--- src/rtl/prot_pkg.sv ---
package prot_pkg;
  localparam int BND_W  = 12;
  localparam int PID_W  = 12;
  localparam int SEC_W  = 2;
  localparam int MASK_W = 10;
  localparam int PORT_W = $clog2(MASK_W);
  localparam int CMD_WR = 5;
  localparam int CMD_RD = 6;

  localparam logic [2:0] OFS_CMD  = 3'd0;
  localparam logic [2:0] OFS_ADDR = 3'd1;
  localparam logic [2:0] OFS_ID   = 3'd2;
  localparam logic [2:0] OFS_DATA = 3'd3;
  localparam logic [2:0] OFS_DFLT = 3'd4;

  typedef struct packed {
    logic [BND_W-1:0]  lo_bnd;
    logic [BND_W-1:0]  hi_bnd;
    logic [PID_W-1:0]  lo_id;
    logic [PID_W-1:0]  hi_id;
    logic [SEC_W-1:0]  sec;
    logic              vld;
    logic [MASK_W-1:0] mask;
    logic              res;
  } rule_t;
endpackage

--- src/rtl/prot_regs.sv ---
module prot_regs
  import prot_pkg::*;
#(
  parameter int NUM_RULES = 20,
  parameter int DATA_W    = 32,
  localparam int IDX_W    = $clog2(NUM_RULES)
) (
  input  logic              clk_i,
  input  logic              rst_ni,
  input  logic              reg_we_i,
  input  logic [2:0]        reg_addr_i,
  input  logic [DATA_W-1:0] reg_wdata_i,
  output logic [DATA_W-1:0] reg_rdata_o,
  input  rule_t             rd_rule_i,
  output logic [IDX_W-1:0]  tbl_idx_o,
  output logic              tbl_we_o,
  output rule_t             stage_o,
  output logic [MASK_W-1:0] dflt_o
);
  rule_t             stage_q;
  logic [IDX_W-1:0]  sel_q;
  logic [MASK_W-1:0] dflt_q;
  logic              cmd_hit, idx_ok, load;
  logic [IDX_W-1:0]  cmd_idx;

  assign cmd_hit   = reg_we_i && (reg_addr_i == OFS_CMD);
  assign cmd_idx   = reg_wdata_i[IDX_W-1:0];
  assign idx_ok    = 32'(cmd_idx) < NUM_RULES;
  assign tbl_idx_o = cmd_idx;
  assign tbl_we_o  = cmd_hit && reg_wdata_i[CMD_WR] && idx_ok;
  // write wins when both command bits are set
  assign load      = cmd_hit && reg_wdata_i[CMD_RD] && !reg_wdata_i[CMD_WR] && idx_ok;

  always_ff @(posedge clk_i or negedge rst_ni) begin
    if (!rst_ni) begin
      stage_q <= '0;
      sel_q   <= '0;
      dflt_q  <= '0;
    end else if (load) begin
      stage_q <= rd_rule_i;
    end else if (reg_we_i) begin
      unique case (reg_addr_i)
        OFS_CMD:  sel_q <= cmd_idx;
        OFS_ADDR: begin
          stage_q.lo_bnd <= reg_wdata_i[BND_W-1:0];
          stage_q.hi_bnd <= reg_wdata_i[2*BND_W-1:BND_W];
        end
        OFS_ID: begin
          stage_q.lo_id <= reg_wdata_i[PID_W-1:0];
          stage_q.hi_id <= reg_wdata_i[2*PID_W-1:PID_W];
        end
        OFS_DATA: begin
          stage_q.sec  <= reg_wdata_i[SEC_W-1:0];
          stage_q.vld  <= reg_wdata_i[SEC_W];
          stage_q.mask <= reg_wdata_i[SEC_W+MASK_W:SEC_W+1];
          stage_q.res  <= reg_wdata_i[SEC_W+MASK_W+1];
        end
        OFS_DFLT: dflt_q <= reg_wdata_i[MASK_W-1:0];
        default: ;
      endcase
    end
  end

  always_comb begin
    unique case (reg_addr_i)
      OFS_CMD:  reg_rdata_o = DATA_W'(sel_q);
      OFS_ADDR: reg_rdata_o = DATA_W'({stage_q.hi_bnd, stage_q.lo_bnd});
      OFS_ID:   reg_rdata_o = DATA_W'({stage_q.hi_id, stage_q.lo_id});
      OFS_DATA: reg_rdata_o = DATA_W'({stage_q.res, stage_q.mask, stage_q.vld, stage_q.sec});
      OFS_DFLT: reg_rdata_o = DATA_W'(dflt_q);
      default:  reg_rdata_o = '0;
    endcase
  end

  assign stage_o = stage_q;
  assign dflt_o  = dflt_q;

  logic unused_wdata;
  assign unused_wdata = ^reg_wdata_i[DATA_W-1:2*BND_W];

  p_load_r3: assert property (@(posedge clk_i) disable iff (!rst_ni)
    load |=> (stage_q == $past(rd_rule_i)))
    else $error("load did not copy rule into staging");

  p_bad_idx_r13: assert property (@(posedge clk_i) disable iff (!rst_ni)
    (cmd_hit && !idx_ok) |=> $stable(stage_q))
    else $error("out-of-range command touched staging");
endmodule

--- config.mk ---
export PLATFORM = sky130hd
export DESIGN_NAME = prot_regs
export DESIGN_NICKNAME = d
export VERILOG_FILES = /design/src/rtl/prot_pkg.sv /design/src/rtl/prot_regs.sv
export SDC_FILE = /design/constraint.sdc
export NUM_CORES = 1
export LEC_CHECK = 0
export ABC_AREA = 1
export ABC_CLOCK_PERIOD_IN_PS = 1060
export BUFFER_PORTS_ARGS = -buffer_cell sky130_fd_sc_hd__buf_2
export CAP_MARGIN = 0
export CORE_ASPECT_RATIO = 0.9
export CORE_MARGIN = 5
export CORE_UTILIZATION = 40
export DETAILED_ROUTE_END_ITERATION = 10
export PLACE_DENSITY = 0.71
export SLEW_MARGIN = 20
export SYNTH_ARGS = -nofsm -noshare
export SYNTH_HDL_FRONTEND = slang
export SYNTH_SLANG_ARGS = --single-unit
--- constraint.sdc ---
create_clock -name clk_i -period 1.06 [get_ports clk_i]
set_input_delay 0.053 -clock clk_i [delete_from_list [all_inputs] [get_ports clk_i]]
set_output_delay 0.053 -clock clk_i [all_outputs]
set_load 0.01 [all_outputs]
# After elaboration in Yosys (flattened, before gate mapping)
# Cells that the tools add are included.
# W data, S select, Z words.
[word_totals]
input_bits = 100
elab_cells = 39
reg_bits = 77
out_inout_bits = 110
[classes]
n_lt_le_gt_ge = 1
mux = 6
n_eq_ne = 4
bitwise = 1
reduce_logical = 17
[op_table]
columns = ["operator", "count"]
rows = [
  ["$mux W62", 2],
  ["$pmux W24 S5", 1],
  ["$mux W24", 2],
  ["$mux W14", 1],
  ["$reduce_bool A2 Y1", 4],
  ["$eq A3 B2 Y1 const B", 2],
  ["$logic_and A1 B1 Y1", 6],
  ["$reduce_and A2 Y1", 3],
  ["$reduce_and A3 Y1", 2],
  ["$lt A5 B5 Y1 const B", 1],
  ["$eq A3 B1 Y1 const B", 1],
  ["$eq A3 B3 Y1 const B", 1],
  ["$logic_not A3 Y1", 1],
  ["$logic_not A1 Y1", 1],
  ["$not A1 Y1", 1],
]

# Depth between registers and ports, before layout
[logic_depth]
word_depth = 7
ltp_mapped = 9
depth_no_buf = 8

# Worst setup path after synthesis
# No wires, ideal clock.
[synth_timing]
kind = "input to register"
startpoint = "in reg_we_i"
endpoint = "reg stage_q (netlist bit stage_o[13])"
setup_time_ps = 125
path_buffers = 2
required_ps = 935
arrival_ps = 921
path_slack_ps = 13
cell_stages = 5
path_cell_list = "buf_1 nand2_1 buf_2 nand3_1 nand3_1"
[synth_between]
elab_chain_cells = 6
word_cells_on_any_way = 8
classes_between = "mux: 1; reduce/logical: 7"
[synth_lines]
columns = ["element", "line", "text"]
rows = [
  ["start: declaration", "prot_regs.sv:10", "input logic reg_we_i,"],
  ["$logic_and A1 B1 Y1", "prot_regs.sv:26", "assign cmd_hit = reg_we_i && (reg_addr_i == OFS_CMD);"],
  ["$logic_and A1 B1 Y1 (3 in series)", "prot_regs.sv:32", "assign load = cmd_hit && reg_wdata_i[CMD_RD] && !reg_wdata_i[CMD_WR] && idx_ok;"],
  ["$reduce_bool A2 Y1 (no source line)", "-", ""],
  ["$reduce_and A2 Y1 (no source line)", "-", ""],
  ["end signal: assignment", "prot_regs.sv:40", "stage_q <= rd_rule_i;"],
  ["end: declaration", "prot_regs.sv:20", "rule_t stage_q;"],
]
# Several ways; a longest one is shown, not always the timed one.
# A chain may end at the register's enable or synchronous reset.

# Worst setup path after layout
[layout_timing]
startpoint = "in reg_addr_i[0]"
endpoint = "out reg_rdata_o[23]"
[layout_between]
elab_chain_cells = 2
word_cells_on_any_way = 6
classes_between = "eq/ne: 4; mux: 1; reduce/logical: 1"
[layout_lines]
columns = ["element", "line", "text"]
rows = [
  ["start: declaration", "prot_regs.sv:11", "input logic [2:0] reg_addr_i,"],
  ["$eq A3 B3 Y1, or another cell as far along", "prot_regs.sv:65", "unique case (reg_addr_i)"],
  ["$pmux W24 S5 (*)", "prot_regs.sv:65", ""],
  ["end: declaration", "prot_regs.sv:13", "output logic [DATA_W-1:0] reg_rdata_o,"],
]
# Every way passes the cells marked *; elsewhere a longest branch is shown, timed or not.

==> impl_metrics.csv <==
group,metric,value,unit
grt,grt_pass1_wl,29.5,mm
power_and_ir_drop,p_per_area,1470,nW/um^2
critical_path,cp_cell_sequence,"buf_8 -> buf_6 -> nor3_4 -> buf_12 -> buf_12 -> buf_12 -> a22o_1 -> buf_2",
finish,synthToLayoutAreaGrowth,73.5,%
critical_path,rr_worst_depth,4,
cts,cts_tree,"yes",
sta,finalHoldViolations,0,
critical_path,cp_max_fo,6,
grt,grt_pass1_vias,5781,
grt,antenna_found_initial,1,
floorplanning,die-height,108,um
power_and_ir_drop,intPower,7.38,mW
cts,cts-root-buf,"clkbuf_16",
critical_path,arrival,1.18,ns
power_and_ir_drop,clkPwrFrac,28.0,%
synth,syn_area_per_cell,7.64,um^2
drt,wire_per_inst,19.0,um
critical_path,start_kind,"input pin",
drt,drc,0,
sta,final_max_slew_viol_count,0,
power_and_ir_drop,switching_share,32.1,%
sta,hold_ws,0.0178,ns
worst_hold_path,holdCritPathClass,"input pin to register",
synth,syn_inst,556,
place,hpwl,12.2,mm
sta,rsz0062_at_grt,"true",
drt,antenna_left,0,
critical_path,reg2reg_slack,0.09,ns
synth,ys_ff_latch,77,
power_and_ir_drop,comb_power_share,34.5,%
cts,cts_made_buffers,9,
finish,drive_above_1_share,38.9,%
power_and_ir_drop,sequentialPowerShare,37.5,%
run_status,violations,"negative setup slack",
sta,final.period_utilization,117,%
grt,overflow,0,
sta,setup_viol,25,
critical_path,r2r-start,"stage_o[32]",
sta,period_needed,1.24,ns
floorplanning,coreArea,10300,um^2
finish,nFillCells,754,
synth,synth_cell_type_count,24,
floorplanning,rows,35,
critical_path,slowest_stage,"nor3_4",
drt,drt-initial-drc-count,665,
cts,clk_latency,0.32,ns
place,io_buffers,193,
critical_path,crit_path_max_incr_delay,0.25,ns
synth,synth_warnings,0,
critical_path,path_class,"input pin to output pin",
critical_path,rr_endpoint,"stage_o[32]",
drt,drtPass1Iterations,5,
critical_path,endpoint_kind,"output pin",
power_and_ir_drop,p_leak,3.97,nW
worst_hold_path,hold_end,"stage_o[38]",
synth,yosysSeqAreaShare,45.3,%
power_and_ir_drop,ir_worst_vdd,0.833,mV
grt,track_usage,28.9,%
synth,syn_area,4250,um^2
floorplanning,die_w,119,um
critical_path,crit_path_frequent_cell,"buf_12",
critical_path,crit_buf_inv,6,
power_and_ir_drop,power_switching,3.48,mW
place,place_ws,-0.274,ns
place,gp_congestion,0.909,
grt,grt_max_degree,32,
finish,nNetsFinal,986,
floorplanning,initial_core_util,41.1,%
run_status,status,"finished, violations left",
cts,clock_path_buffers,2,
cts,clkSinkCount,77,
cts,cts.reportedPaths.clkPinSlew,0.06,ns
worst_hold_path,whs_path_depth,3,
worst_hold_path,hp-start,"reg_wdata_i[12]",
sta,max_freq,809,MHz
critical_path,cp.required,1.01,ns
sta,worst_clock_skew,0,ns
drt,finalWirelength,19.4,mm
drt,vias_per_cell,5.58,
sta,timing.final.ws_setup,-0.176,ns
floorplanning,die_area,12800,um^2
critical_path,critical_path.top_delay_family,"buffers and inverters",
drt,vias,5699,
floorplanning,io_pins,210,
flow_run,drv_cap,0,
cts,htreeDepth,3,
==> logic make-up after synthesis <==
logic type / synth area share, %
DFF: 45.3
other: 0.0882
AOI/OAI and AO/OA: 4.06
and+or+nand+nor: 41.3
buffers and inverters: 9.21
==> layout make-up <==
| class | instances | area, um^2 | area share [%] |
|---|---|---|---|
| antenna | 3 | 7.51 | 0.102 |
| sequential | 77 | 1930 | 26.1 |
| tap | 129 | 161 | 2.19 |
| inverter | 21 | 83.8 | 1.14 |
| clock inverter | 4 | 50.0 | 0.679 |
| clock buffer | 10 | 239 | 3.24 |
| multi-input combinational | 416 | 2060 | 28.0 |
| timing repair buffer | 361 | 2840 | 38.5 |
==> stage by stage <==
stage          utilization, %  TNS, ns  instance area [um^2]  total power, mW  std cells
3_5_place_dp             54.5   -15.88                  5640             6.63        890
5_1_grt                  71.3    -3.82                  7370             11.4       1019
6_report                 71.3    -2.48                  7370             10.9       1021
2_1_floorplan               -        0                  4280             5.21        563
4_1_cts                  68.4    -2.21                  7070             10.4       1013
3_3_place_gp             54.5   -13.08                  5640             6.55        890
==> cell usage after synthesis, drive strengths merged <==
| master | number | share of area (%) |
|---|---|---|
| dfrtp | 77 | 45 |
| nor3 | 4 | 1.3 |
| buf | 39 | 6.5 |
| inv | 19 | 1.7 |
| conb | 1 | 0.088 |
| nand3 | 182 | 21 |
| nand2 | 180 | 16 |
| nand4 | 8 | 1.2 |
| a21oi | 4 | 0.47 |
| nor2 | 8 | 1.0 |
| o21ai | 10 | 1.2 |
| a22oi | 2 | 0.35 |
| clkinv | 2 | 0.18 |
| clkbuf | 10 | 0.88 |
| a22o | 10 | 2.1 |
==> flip-flops by register name, summed over array words and instances (netlist names) <==
signal / count
dflt_o: 10
stage_o: 62
sel_q: 5
==> tightest hold or removal path: stages <==
cell and delay [ns]:
buf_2 0.10, nand3_1 0.07, nand3_1 0.08
==> metal layers <==
layer	part of all wire, %	vias up	track usage, %
met5	0	-	0
li1	-	2524	-
met2	48	413	48.4
met1	38	2671	35.1
met4	4.4	0	14.1
met3	9.2	91	6.94
==> power groups by stage <==
stage | clock, mW | combinational [mW] | sequential, mW
3_5_place_dp | 0 | 2.51 | 4.12
5_1_grt | 3.20 | 4.03 | 4.13
6_report | 3.04 | 3.75 | 4.07
3_3_place_gp | 0 | 2.46 | 4.09
4_1_cts | 3.07 | 3.33 | 3.98
2_1_floorplan | 0 | 0.932 | 4.28
==> worst max-delay path by stage <==
stage                   start              end  slack (ns)  cells after the start
6_report        reg_addr_i[0]  reg_rdata_o[23]       -0.18                      8
5_1_grt              sel_q[2]   reg_rdata_o[2]       -0.27                      5
4_1_cts           stage_o[13]   reg_rdata_o[1]       -0.16                      3
3_5_place_dp   reg_wdata_i[4]      stage_o[20]       -0.27                      9
3_3_place_gp   reg_wdata_i[4]      stage_o[14]       -0.24                      9
2_1_floorplan        reg_we_i      stage_o[13]        0.01                      5
==> what timing repair did <==
item | CTS | global route
gates resized for setup | 26 | 62
setup buffers | 42 | 9
endpoints found under the setup margin | 24 | 52
pin swaps | 31 | 10
hold buffers | 64 | 0
cloned | 3 | 1
hold endpoints to repair | 100 | 0
==> cells in the final DEF (no fill, tap or decap), types with 2 or more instances in the layout <==
| master | count |
|---|---|
| nand2_1 | 164 |
| a22o_1 | 10 |
| buf_8 | 3 |
| dfrtp_1 | 76 |
| clkinv_1 | 2 |
| o21ai_0 | 7 |
| inv_4 | 2 |
| nor2_1 | 5 |
| clkbuf_16 | 10 |
| buf_4 | 72 |
| buf_12 | 14 |
| nand3_1 | 177 |
| conb_1 | 8 |
| nand4_1 | 8 |
| buf_2 | 166 |
| inv_2 | 4 |
| a22oi_1 | 2 |
| nor2_2 | 2 |
| clkinvlp_4 | 2 |
| nor3_4 | 3 |
| diode_2 | 3 |
| a21oi_1 | 3 |
| nand3_2 | 5 |
| dlygate4sd3_1 | 64 |
| nand2_2 | 6 |
| buf_6 | 40 |
| o21ai_1 | 3 |
| nand2_4 | 9 |
| inv_1 | 13 |
No activity file was read; power rests on OpenSTA's default activity.
